--- config.mk ---
export PLATFORM = sky130hd
export DESIGN_NAME = rx_frame_marker
export DESIGN_NICKNAME = d
export VERILOG_FILES = /design/src/rtl/rfm_pkg.sv /design/src/rtl/rfm_sync_sel.sv /design/src/rtl/rfm_counter.sv /design/src/rtl/rfm_marker.sv /design/src/rtl/rfm_port_mux.sv /design/src/rtl/rx_frame_marker.sv
export SDC_FILE = /design/constraint.sdc
export NUM_CORES = 1
export LEC_CHECK = 0
export BUFFER_PORTS_ARGS = -buffer_cell sky130_fd_sc_hd__buf_2
export CAP_MARGIN = 20
export CORE_UTILIZATION = 50
export CTS_CLUSTER_SIZE = 12
export DETAILED_ROUTE_END_ITERATION = 7
export PLACE_DENSITY = 0.8
export RECOVER_POWER = 100
export SYNTH_ARGS = -nofsm -noshare
export SYNTH_HDL_FRONTEND = slang
export SYNTH_SLANG_ARGS = --single-unit
--- constraint.sdc ---
create_clock -name clk_i -period 7.2 [get_ports clk_i]
set_input_delay 0.72 -clock clk_i [delete_from_list [all_inputs] [get_ports clk_i]]
set_output_delay 0.72 -clock clk_i [all_outputs]
set_load 0.005 [all_outputs]
--- src/rtl/rfm_pkg.sv ---
`timescale 1ns/1ps
package rfm_pkg;
  localparam int FUNC_W = 4;

  typedef enum logic [FUNC_W-1:0] {
    FN_SYNC  = 4'h0,
    FN_FRAME = 4'h1,
    FN_MFB   = 4'h2,
    FN_SIG   = 4'h3
  } port_fn_e;

  typedef struct packed {
    logic fm;
    logic mfb;
    logic sig;
  } marks_t;
endpackage

--- src/rtl/rfm_sync_sel.sv ---
`timescale 1ns/1ps
module rfm_sync_sel
  import rfm_pkg::*;
#(
  parameter int N_PORTS = 4
) (
  input  logic [N_PORTS*FUNC_W-1:0] port_func_i,
  input  logic [N_PORTS-1:0]        port_i,
  output logic                      sync_o
);
  // scan downward so the lowest sync-coded port wins
  always_comb begin
    sync_o = 1'b0;
    for (int i = N_PORTS-1; i >= 0; i--) begin
      if (port_func_i[i*FUNC_W +: FUNC_W] == FN_SYNC) sync_o = port_i[i];
    end
  end
endmodule

--- src/rtl/rfm_counter.sv ---
`timescale 1ns/1ps
module rfm_counter #(
  parameter int E1_BITS = 256,
  parameter int T1_BITS = 193,
  parameter int E1_MF   = 16,
  parameter int T1_SF   = 12,
  parameter int T1_ESF  = 24,
  parameter int POS_W   = 8,
  parameter int FRM_W   = 5
) (
  input  logic             clk_i,
  input  logic             rst_ni,
  input  logic             t1_mode_i,
  input  logic             esf_i,
  input  logic             sync_i,
  input  logic [POS_W-1:0] sync_off_i,
  output logic [POS_W-1:0] pos_o,
  output logic [FRM_W-1:0] frame_o
);
  localparam logic [POS_W:0]   E1_LEN = (POS_W+1)'(E1_BITS);
  localparam logic [POS_W:0]   T1_LEN = (POS_W+1)'(T1_BITS);
  localparam logic [FRM_W-1:0] E1_MFL = FRM_W'(E1_MF);
  localparam logic [FRM_W-1:0] SF_MFL = FRM_W'(T1_SF);
  localparam logic [FRM_W-1:0] ES_MFL = FRM_W'(T1_ESF);

  logic [POS_W:0]   len;
  logic [FRM_W-1:0] mf_len;
  logic             pos_wrap;
  logic             frm_wrap;

  assign len      = t1_mode_i ? T1_LEN : E1_LEN;
  assign mf_len   = !t1_mode_i ? E1_MFL : (esf_i ? ES_MFL : SF_MFL);
  // >= rather than == so a mode switch never strands the counter
  assign pos_wrap = {1'b0, pos_o} >= (len - 1'b1);
  assign frm_wrap = frame_o >= (mf_len - 1'b1);

  always_ff @(posedge clk_i or negedge rst_ni) begin
    if (!rst_ni) begin
      pos_o   <= '0;
      frame_o <= '0;
    end else if (sync_i) begin
      pos_o   <= ({1'b0, sync_off_i} < len) ? sync_off_i : '0;
      frame_o <= '0;
    end else if (pos_wrap) begin
      pos_o   <= '0;
      frame_o <= frm_wrap ? '0 : frame_o + 1'b1;
    end else begin
      pos_o   <= pos_o + 1'b1;
    end
  end
endmodule

--- src/rtl/rfm_marker.sv ---
`timescale 1ns/1ps
module rfm_marker
  import rfm_pkg::*;
#(
  parameter int POS_W      = 8,
  parameter int FRM_W      = 5,
  parameter int MASK_W     = 32,
  parameter int SLOT_BITS  = 8,
  parameter int CAS_SLOT   = 16,
  parameter int T1_SF      = 12,
  parameter int RBS_PERIOD = 6
) (
  input  logic              clk_i,
  input  logic              rst_ni,
  input  logic              t1_mode_i,
  input  logic              mf_sel_i,
  input  logic              cas_mf_i,
  input  logic              rbs_en_i,
  input  logic [POS_W-1:0]  fm_pos_i,
  input  logic [MASK_W-1:0] slot_mask_i,
  input  logic [POS_W-1:0]  pos_i,
  input  logic [FRM_W-1:0]  frame_i,
  output marks_t            mk_o
);
  localparam int SLOT_W  = $clog2(MASK_W);
  localparam int CAS_POS = CAS_SLOT * SLOT_BITS;

  logic [31:0]       pos_w;
  logic [31:0]       frm_w;
  logic [SLOT_W-1:0] slot;
  logic              pos_zero;
  logic              frm_zero;
  logic              rb_frame;
  logic              rb_bit;
  marks_t            mk_d;

  assign pos_w    = 32'(pos_i);
  assign frm_w    = 32'(frame_i);
  assign pos_zero = (pos_i == '0);
  assign frm_zero = (frame_i == '0);
  // T1 slot numbering skips the framing bit at position 0
  assign slot     = SLOT_W'((t1_mode_i ? pos_w - 32'd1 : pos_w) / 32'(SLOT_BITS));
  assign rb_frame = (frm_w % 32'(RBS_PERIOD)) == 32'(RBS_PERIOD - 1);
  assign rb_bit   = !pos_zero && ((pos_w % 32'(SLOT_BITS)) == 32'd0);

  always_comb begin
    mk_d.fm = (pos_i == fm_pos_i);
    if (t1_mode_i) begin
      mk_d.mfb = pos_zero && (mf_sel_i ? frm_zero
                                       : ((frm_w % 32'(T1_SF)) == 32'd0));
    end else if (cas_mf_i) begin
      mk_d.mfb = frm_zero && (pos_w == 32'(CAS_POS));
    end else begin
      mk_d.mfb = frm_zero && pos_zero;
    end
    if (t1_mode_i && rbs_en_i)  mk_d.sig = rb_bit && rb_frame;
    else if (t1_mode_i)         mk_d.sig = !pos_zero && slot_mask_i[slot];
    else                        mk_d.sig = slot_mask_i[slot];
  end

  always_ff @(posedge clk_i or negedge rst_ni) begin
    if (!rst_ni) mk_o <= '0;
    else         mk_o <= mk_d;
  end
endmodule

--- src/rtl/rfm_port_mux.sv ---
`timescale 1ns/1ps
module rfm_port_mux
  import rfm_pkg::*;
#(
  parameter int N_PORTS = 4
) (
  input  logic                      clk_i,
  input  logic                      rst_ni,
  input  logic                      fall_edge_i,
  input  marks_t                    mk_i,
  input  logic [N_PORTS*FUNC_W-1:0] port_func_i,
  output logic [N_PORTS-1:0]        port_o,
  output logic [N_PORTS-1:0]        port_oe_o
);
  marks_t mk_neg;
  marks_t mk_sel;

  // half-cycle retime for falling-edge launch
  always_ff @(negedge clk_i or negedge rst_ni) begin
    if (!rst_ni) mk_neg <= '0;
    else         mk_neg <= mk_i;
  end

  assign mk_sel = fall_edge_i ? mk_neg : mk_i;

  for (genvar g = 0; g < N_PORTS; g++) begin : g_port
    logic [FUNC_W-1:0] fn;
    logic              val;
    logic              en;

    assign fn = port_func_i[g*FUNC_W +: FUNC_W];

    always_comb begin
      val = 1'b0;
      en  = 1'b0;
      case (fn)
        FN_FRAME: begin val = mk_sel.fm;  en = 1'b1; end
        FN_MFB:   begin val = mk_sel.mfb; en = 1'b1; end
        FN_SIG:   begin val = mk_sel.sig; en = 1'b1; end
        default:  begin val = 1'b0;       en = 1'b0; end
      endcase
    end

    assign port_o[g]    = val;
    assign port_oe_o[g] = en;
  end
endmodule

--- src/rtl/rx_frame_marker.sv ---
`timescale 1ns/1ps
module rx_frame_marker
  import rfm_pkg::*;
#(
  parameter int N_PORTS    = 4,
  parameter int E1_BITS    = 256,
  parameter int T1_BITS    = 193,
  parameter int SLOT_BITS  = 8,
  parameter int MASK_W     = 32,
  parameter int E1_MF      = 16,
  parameter int T1_SF      = 12,
  parameter int T1_ESF     = 24,
  parameter int RBS_PERIOD = 6,
  parameter int CAS_SLOT   = 16,
  localparam int POS_W     = $clog2(E1_BITS),
  localparam int FRM_W     = $clog2((E1_MF > T1_ESF) ? E1_MF : T1_ESF)
) (
  input  logic                      clk_i,
  input  logic                      rst_ni,
  input  logic                      t1_mode_i,
  input  logic                      esf_i,
  input  logic                      mf_sel_i,
  input  logic                      cas_mf_i,
  input  logic                      rbs_en_i,
  input  logic                      fall_edge_i,
  input  logic [POS_W-1:0]          sync_off_i,
  input  logic [POS_W-1:0]          fm_pos_i,
  input  logic [MASK_W-1:0]         slot_mask_i,
  input  logic [N_PORTS*FUNC_W-1:0] port_func_i,
  input  logic [N_PORTS-1:0]        port_i,
  output logic [N_PORTS-1:0]        port_o,
  output logic [N_PORTS-1:0]        port_oe_o
);
  logic             sync;
  logic [POS_W-1:0] pos_q;
  logic [FRM_W-1:0] frame_q;
  marks_t           mk;

  rfm_sync_sel #(.N_PORTS(N_PORTS)) u_sync_sel (
    .port_func_i (port_func_i),
    .port_i      (port_i),
    .sync_o      (sync)
  );

  rfm_counter #(
    .E1_BITS (E1_BITS),
    .T1_BITS (T1_BITS),
    .E1_MF   (E1_MF),
    .T1_SF   (T1_SF),
    .T1_ESF  (T1_ESF),
    .POS_W   (POS_W),
    .FRM_W   (FRM_W)
  ) u_counter (
    .clk_i      (clk_i),
    .rst_ni     (rst_ni),
    .t1_mode_i  (t1_mode_i),
    .esf_i      (esf_i),
    .sync_i     (sync),
    .sync_off_i (sync_off_i),
    .pos_o      (pos_q),
    .frame_o    (frame_q)
  );

  rfm_marker #(
    .POS_W      (POS_W),
    .FRM_W      (FRM_W),
    .MASK_W     (MASK_W),
    .SLOT_BITS  (SLOT_BITS),
    .CAS_SLOT   (CAS_SLOT),
    .T1_SF      (T1_SF),
    .RBS_PERIOD (RBS_PERIOD)
  ) u_marker (
    .clk_i       (clk_i),
    .rst_ni      (rst_ni),
    .t1_mode_i   (t1_mode_i),
    .mf_sel_i    (mf_sel_i),
    .cas_mf_i    (cas_mf_i),
    .rbs_en_i    (rbs_en_i),
    .fm_pos_i    (fm_pos_i),
    .slot_mask_i (slot_mask_i),
    .pos_i       (pos_q),
    .frame_i     (frame_q),
    .mk_o        (mk)
  );

  rfm_port_mux #(.N_PORTS(N_PORTS)) u_port_mux (
    .clk_i       (clk_i),
    .rst_ni      (rst_ni),
    .fall_edge_i (fall_edge_i),
    .mk_i        (mk),
    .port_func_i (port_func_i),
    .port_o      (port_o),
    .port_oe_o   (port_oe_o)
  );
endmodule

# ---- Yosys cells after proc, flatten, opt, wreduce, memory -nomap -nowiden
# Cells that the tools add are included.
dict set report op_classes {
  add_sub_neg 5
  mul 0
  n_div 2
  magnitude_cmp 4
  eq_ne 15
  n_shift 0
  n_mux 30
  bitwise 0
  n_reduce_logical 21
}
# op count
set op_table {}
lappend op_table {{logical NOT 32 bit} 2}
lappend op_table {{== test 32 x 3 -> 1 bit (second input constant)} 1}
lappend op_table {{== test 4 x 2 -> 1 bit (second input constant)} 8}
lappend op_table {{modulo 5 x 3 -> 32 bit (second input constant)} 1}
lappend op_table {{modulo 5 x 4 -> 32 bit (second input constant)} 1}
lappend op_table {{2-to-1 mux 8 bit} 4}
lappend op_table {{2-to-1 mux 5 bit} 5}
lappend op_table {{== test 4 x 1 -> 1 bit (second input constant)} 4}
lappend op_table {{logical NOT 4 bit} 4}
lappend op_table {{2-to-1 mux 1 bit} 14}
lappend op_table {{one-hot mux 1 bit (3 select lines)} 4}
lappend op_table {{OR reduction 3 bit} 4}
lappend op_table {{>= comparator 8 x 9 -> 1 bit} 1}
lappend op_table {{less-than comparator 8 x 9 -> 1 bit} 1}
lappend op_table {{2-to-1 mux 9 bit} 1}
lappend op_table {{subtractor 9 x 1 -> 9 bit (second input constant)} 1}
lappend op_table {{adder 8 x 1 -> 8 bit (second input constant)} 1}
lappend op_table {{== test 8 bit} 1}
lappend op_table {{== test 8 bit (second input constant)} 1}
lappend op_table {{logical NOT 8 bit} 1}
lappend op_table {{subtractor 8 x 1 -> 8 bit (second input constant)} 1}
lappend op_table {{logical AND 1 bit} 7}
lappend op_table {{less-than comparator 5 x 6 -> 1 bit (second input constant)} 1}
lappend op_table {{adder 5 x 1 -> 5 bit (second input constant)} 1}
lappend op_table {{7 further kinds} 7}
dict set report totals {
  reg_bits 19
  latch_bits 0
  ramBits 0
  mem_bits_ro 0
  in_bits 76
  elab_cells 85
  memories 0
}

# ---- Logic depth before layout (Yosys ltp)
dict set report depth {
  word_depth 7
  mapped_depth 11
  ltp_nobuf 10
}

# ---- Cells and area by module
# A second synthesis with hierarchy kept.
dict set report hier_totals {
  cells_unflattened 317
  area_unflattened_um2 2501.1
}
# mod instances cells_per_inst area_each_um2 seq_area_each_um2
set modules_own_cells {}
lappend modules_own_cells {rfm_marker 1 178 1187.4 75.1}
lappend modules_own_cells {rfm_counter 1 94 932.1 325.3}
lappend modules_own_cells {rfm_port_mux 1 35 301.5 75.1}
lappend modules_own_cells {rfm_sync_sel 1 10 80.1 0.0}

==> out/metrics.cfg <==
[clock_network]
cts.repair_timing.setup_buffer_count = 0
clkSinkCount = 19
ctsResizeCount = 0
num_cts_buffers = 3
tritoncts = done
hold_buffers = 0
clkLatencyLatePin_ps = 270
cts-root-to-sink-buffers = 2
cts_max_level = 1
cts.clk_slew.worst_paths_ps = 70
cts.root.buffer_cell = sky130_fd_sc_hd__clkbuf_8

[power_and_ir_drop]
design_power_total_uw = 730
leakagePower_uw = 0.00134
power-per-cell-area_nw_per_um2 = 265
power.ir.vdd_worst_uv = 215

[logic_synthesis]
syn_avg_cell_area_um2 = 8.05
netlist_instances = 293
post_synth_num_cell_types = 52
share_of_flip_flops_with_an_asynchronous_set_or_reset_after_synthesis_pct = 100
synth_register_bits = 19
syn-cell-area_um2 = 2360
seq_area_frac_synth_pct = 20.1
synth_ff_type = sky130_fd_sc_hd__dfrtp_1
mappedNetlistNets = 388
synth_edf_count = 0
yosysWarnings = 0

[finish]
regArea_um2 = 475
num_antenna_cells = 0
final_layout_size_suffix_gt1_share_pct = 24.9
stdcell_count = 414
multiInputGateArea_um2 = 1680
finalNetCount = 458
synthToLayoutAreaGrowth_pct = 16.6
num-fill-cells = 417

[setup_path]
timing.reg2reg.setup_slack_ps = 3080
cpPeakStageDelay_ps = 330
timing.critical_path.mode_cell = sky130_fd_sc_hd__mux2i_1
worstReg2RegStart = u_marker.mk_o[2]
setup.worst_path.end_class = output port
critical_path.cell_chain = mux2i_1 -> mux2i_1 -> a21oi_1 -> nor3_1 -> clkbuf_1
crit_required_ps = 6480
crit_path_top_delay_cell = sky130_fd_sc_hd__dfrtn_1
setup.worst_path.class = flip-flop to output port
reg_to_reg_endpoint = u_port_mux.mk_neg[2]
crit_path_start_kind = flip-flop
crit_fanout = 4
arrival_ps = 4940
r2r_depth = 0
timing.critical_path.buf_inv = 1
cp_top_family = multiplexers

[detailed_routing]
drt-initial-drc-count = 96
postRouteAntennaNets = 0
drtPass1Iterations = 6
route.detailed.wl_per_inst_um = 13.5
remaining_drcs = 12
dr_total_vias = 2388
via_per_inst = 5.77
routed_wirelength_um = 5610

[placed_design]
post-dp-hpwl_um = 4380
dp_worst_setup_slack_ps = 1810
gpl.final_weighted_congestion = 0.811
io_buffer_count = 83
placed_cells = 410

[sta]
max-slew-margin-rel_pct = -10.2
finalHoldViolCount = 0
fin_hold_ws_ps = 632
max_slew.worst_pin.slew_ps = 1640
setup_viol = 0
number_of_max_slew_violations_in_the_final_report = 18
setup_tns_ps = 0
postLayoutSetupSlackWorst_ps = 1540
skew_ps = 13.8
grt_setup_unrepaired = false

[floorplanning]
design.die.area_um2 = 5000
design.core.area_um2 = 4440
num_io_pins = 84
floorplan.rows = 24
chipHeight_um = 70.7
die_w_um = 70.7
initial_utilization_pct = 53.1

[global_routing]
wire_length_of_the_first_global_routing_pass_um = 9320
grt_pass1_vias = 2219
gr-total-overflow = 0
number_of_antenna_violations_at_the_first_check_in_global_routing = 0
grt.total_usage_pct = 22.2
grt_max_degree = 20

[flow_run]
drv.max_cap_violation_count = 1

[hold_path]
hold_class = input port to asynchronous set/reset pin

[status]
violations = DRC, capacitance limit, slew limit
result_of_the_run = finished, violations left

metrics by stage:
| stage | utilization [%] | area, um2 |
|---|---|---|
| 2_1_floorplan | - | 2360 |
| 4_1_cts | 62.4 | 2770 |
| 3_5_place_dp | 61.3 | 2730 |
| 6_report | 61.9 | 2750 |
| 3_3_place_gp | 61.3 | 2730 |
| 5_1_grt | 61.9 | 2750 |
area by class of cell:
class	count	share of cell area, %
repair buffers	83	14.6
inverters	21	2.86
multi-input cells	235	61.2
clock buffers	3	1.50
clock inverters	1	0.182
flip-flops and latches	19	17.3
well taps	52	2.36
cell usage after synthesis, drive strengths merged, types with 3 or more instances:
master | count | area share, %
a211oi | 4 | 1.3
a21boi | 3 | 0.95
a21o | 8 | 2.6
a21oi | 16 | 3.4
a311o | 3 | 1.3
a31oi | 3 | 0.80
and2 | 3 | 0.80
and4 | 3 | 1.2
buf | 12 | 3.9
clkbuf | 6 | 0.95
dfrtn | 3 | 3.2
dfrtp | 16 | 17
ha | 19 | 10
inv | 21 | 3.3
mux2 | 3 | 1.4
mux2i | 20 | 8.5
nand2 | 24 | 4.1
nand2b | 3 | 0.80
nand3 | 14 | 3.0
nand4 | 4 | 1.1
nor2 | 25 | 4.0
nor3 | 9 | 1.9
nor4 | 5 | 1.3
o21ai | 14 | 3.0
o22ai | 8 | 2.1
xnor2 | 16 | 6.6
xor2 | 5 | 1.9
worst max-delay path by stage:
| stage | start | end | slack, ps | cells after the start |
|---|---|---|---|---|
| 2_1_floorplan | u_port_mux.mk_neg[1] | port_o[0] | 1930 | 6 |
| 5_1_grt | u_port_mux.mk_neg[0] | port_o[0] | 1420 | 5 |
| 4_1_cts | u_port_mux.mk_neg[0] | port_o[3] | 1520 | 5 |
| 3_5_place_dp | u_port_mux.mk_neg[0] | port_o[3] | 1810 | 5 |
| 6_report | u_port_mux.mk_neg[0] | port_o[3] | 1540 | 5 |
| 3_3_place_gp | u_port_mux.mk_neg[0] | port_o[0] | 1840 | 5 |
logic make-up after synthesis:
group                    after synthesis  synth area share [%]
flip-flops                            19                  20.1
AND/OR/NAND/NOR                      100                  22.7
buffers and inverters                 39                  8.22
XOR/XNOR                              21                  8.43
AO/OA/AOI/OAI                         72                  20.5
multiplexers                          23                  9.91
adder cells (fa/ha/maj)               19                  10.1
where the power goes:
| part | switching, uW | internal [uW] | total, uW |
|---|---|---|---|
| Combinational | 217 | 211 | 428 |
| Clock | 37.4 | 38.5 | 75.9 |
| Sequential | 87.3 | 139 | 226 |
| Total | 342 | 388 | 730 |
flip-flops by register name, summed over array words and instances (netlist names):
signal and count:
u_counter.pos_o 8, u_counter.frame_o 5, u_marker.mk_o 3, u_port_mux.mk_neg 3
routing by layer:
| layer | GRT usage [%] | share of wire (%) |
|---|---|---|
| met1 | 28.7 | 46 |
| met2 | 40.3 | 48 |
| met3 | 3.42 | 4.5 |
| met4 | 2.89 | 0.77 |
| met5 | 0 | 0 |
cells in the final DEF (no fill, tap or decap), types with 4 or more instances in the layout:
cell and count:
sky130_fd_sc_hd__nand4_1 4, sky130_fd_sc_hd__xor2_1 5, sky130_fd_sc_hd__buf_2 73, sky130_fd_sc_hd__a21oi_1 16, sky130_fd_sc_hd__inv_1 21, sky130_fd_sc_hd__a211oi_1 4
sky130_fd_sc_hd__xnor2_1 15, sky130_fd_sc_hd__dfrtp_1 16, sky130_fd_sc_hd__a21o_1 7, sky130_fd_sc_hd__nor2_1 25, sky130_fd_sc_hd__o21ai_0 12, sky130_fd_sc_hd__nor4_1 5
sky130_fd_sc_hd__nor3_1 9, sky130_fd_sc_hd__nand3_1 14, sky130_fd_sc_hd__mux2i_1 20, sky130_fd_sc_hd__ha_1 19, sky130_fd_sc_hd__o22ai_1 8, sky130_fd_sc_hd__clkbuf_1 10
sky130_fd_sc_hd__nand2_1 23
Power figures use the tool's default switching activity.
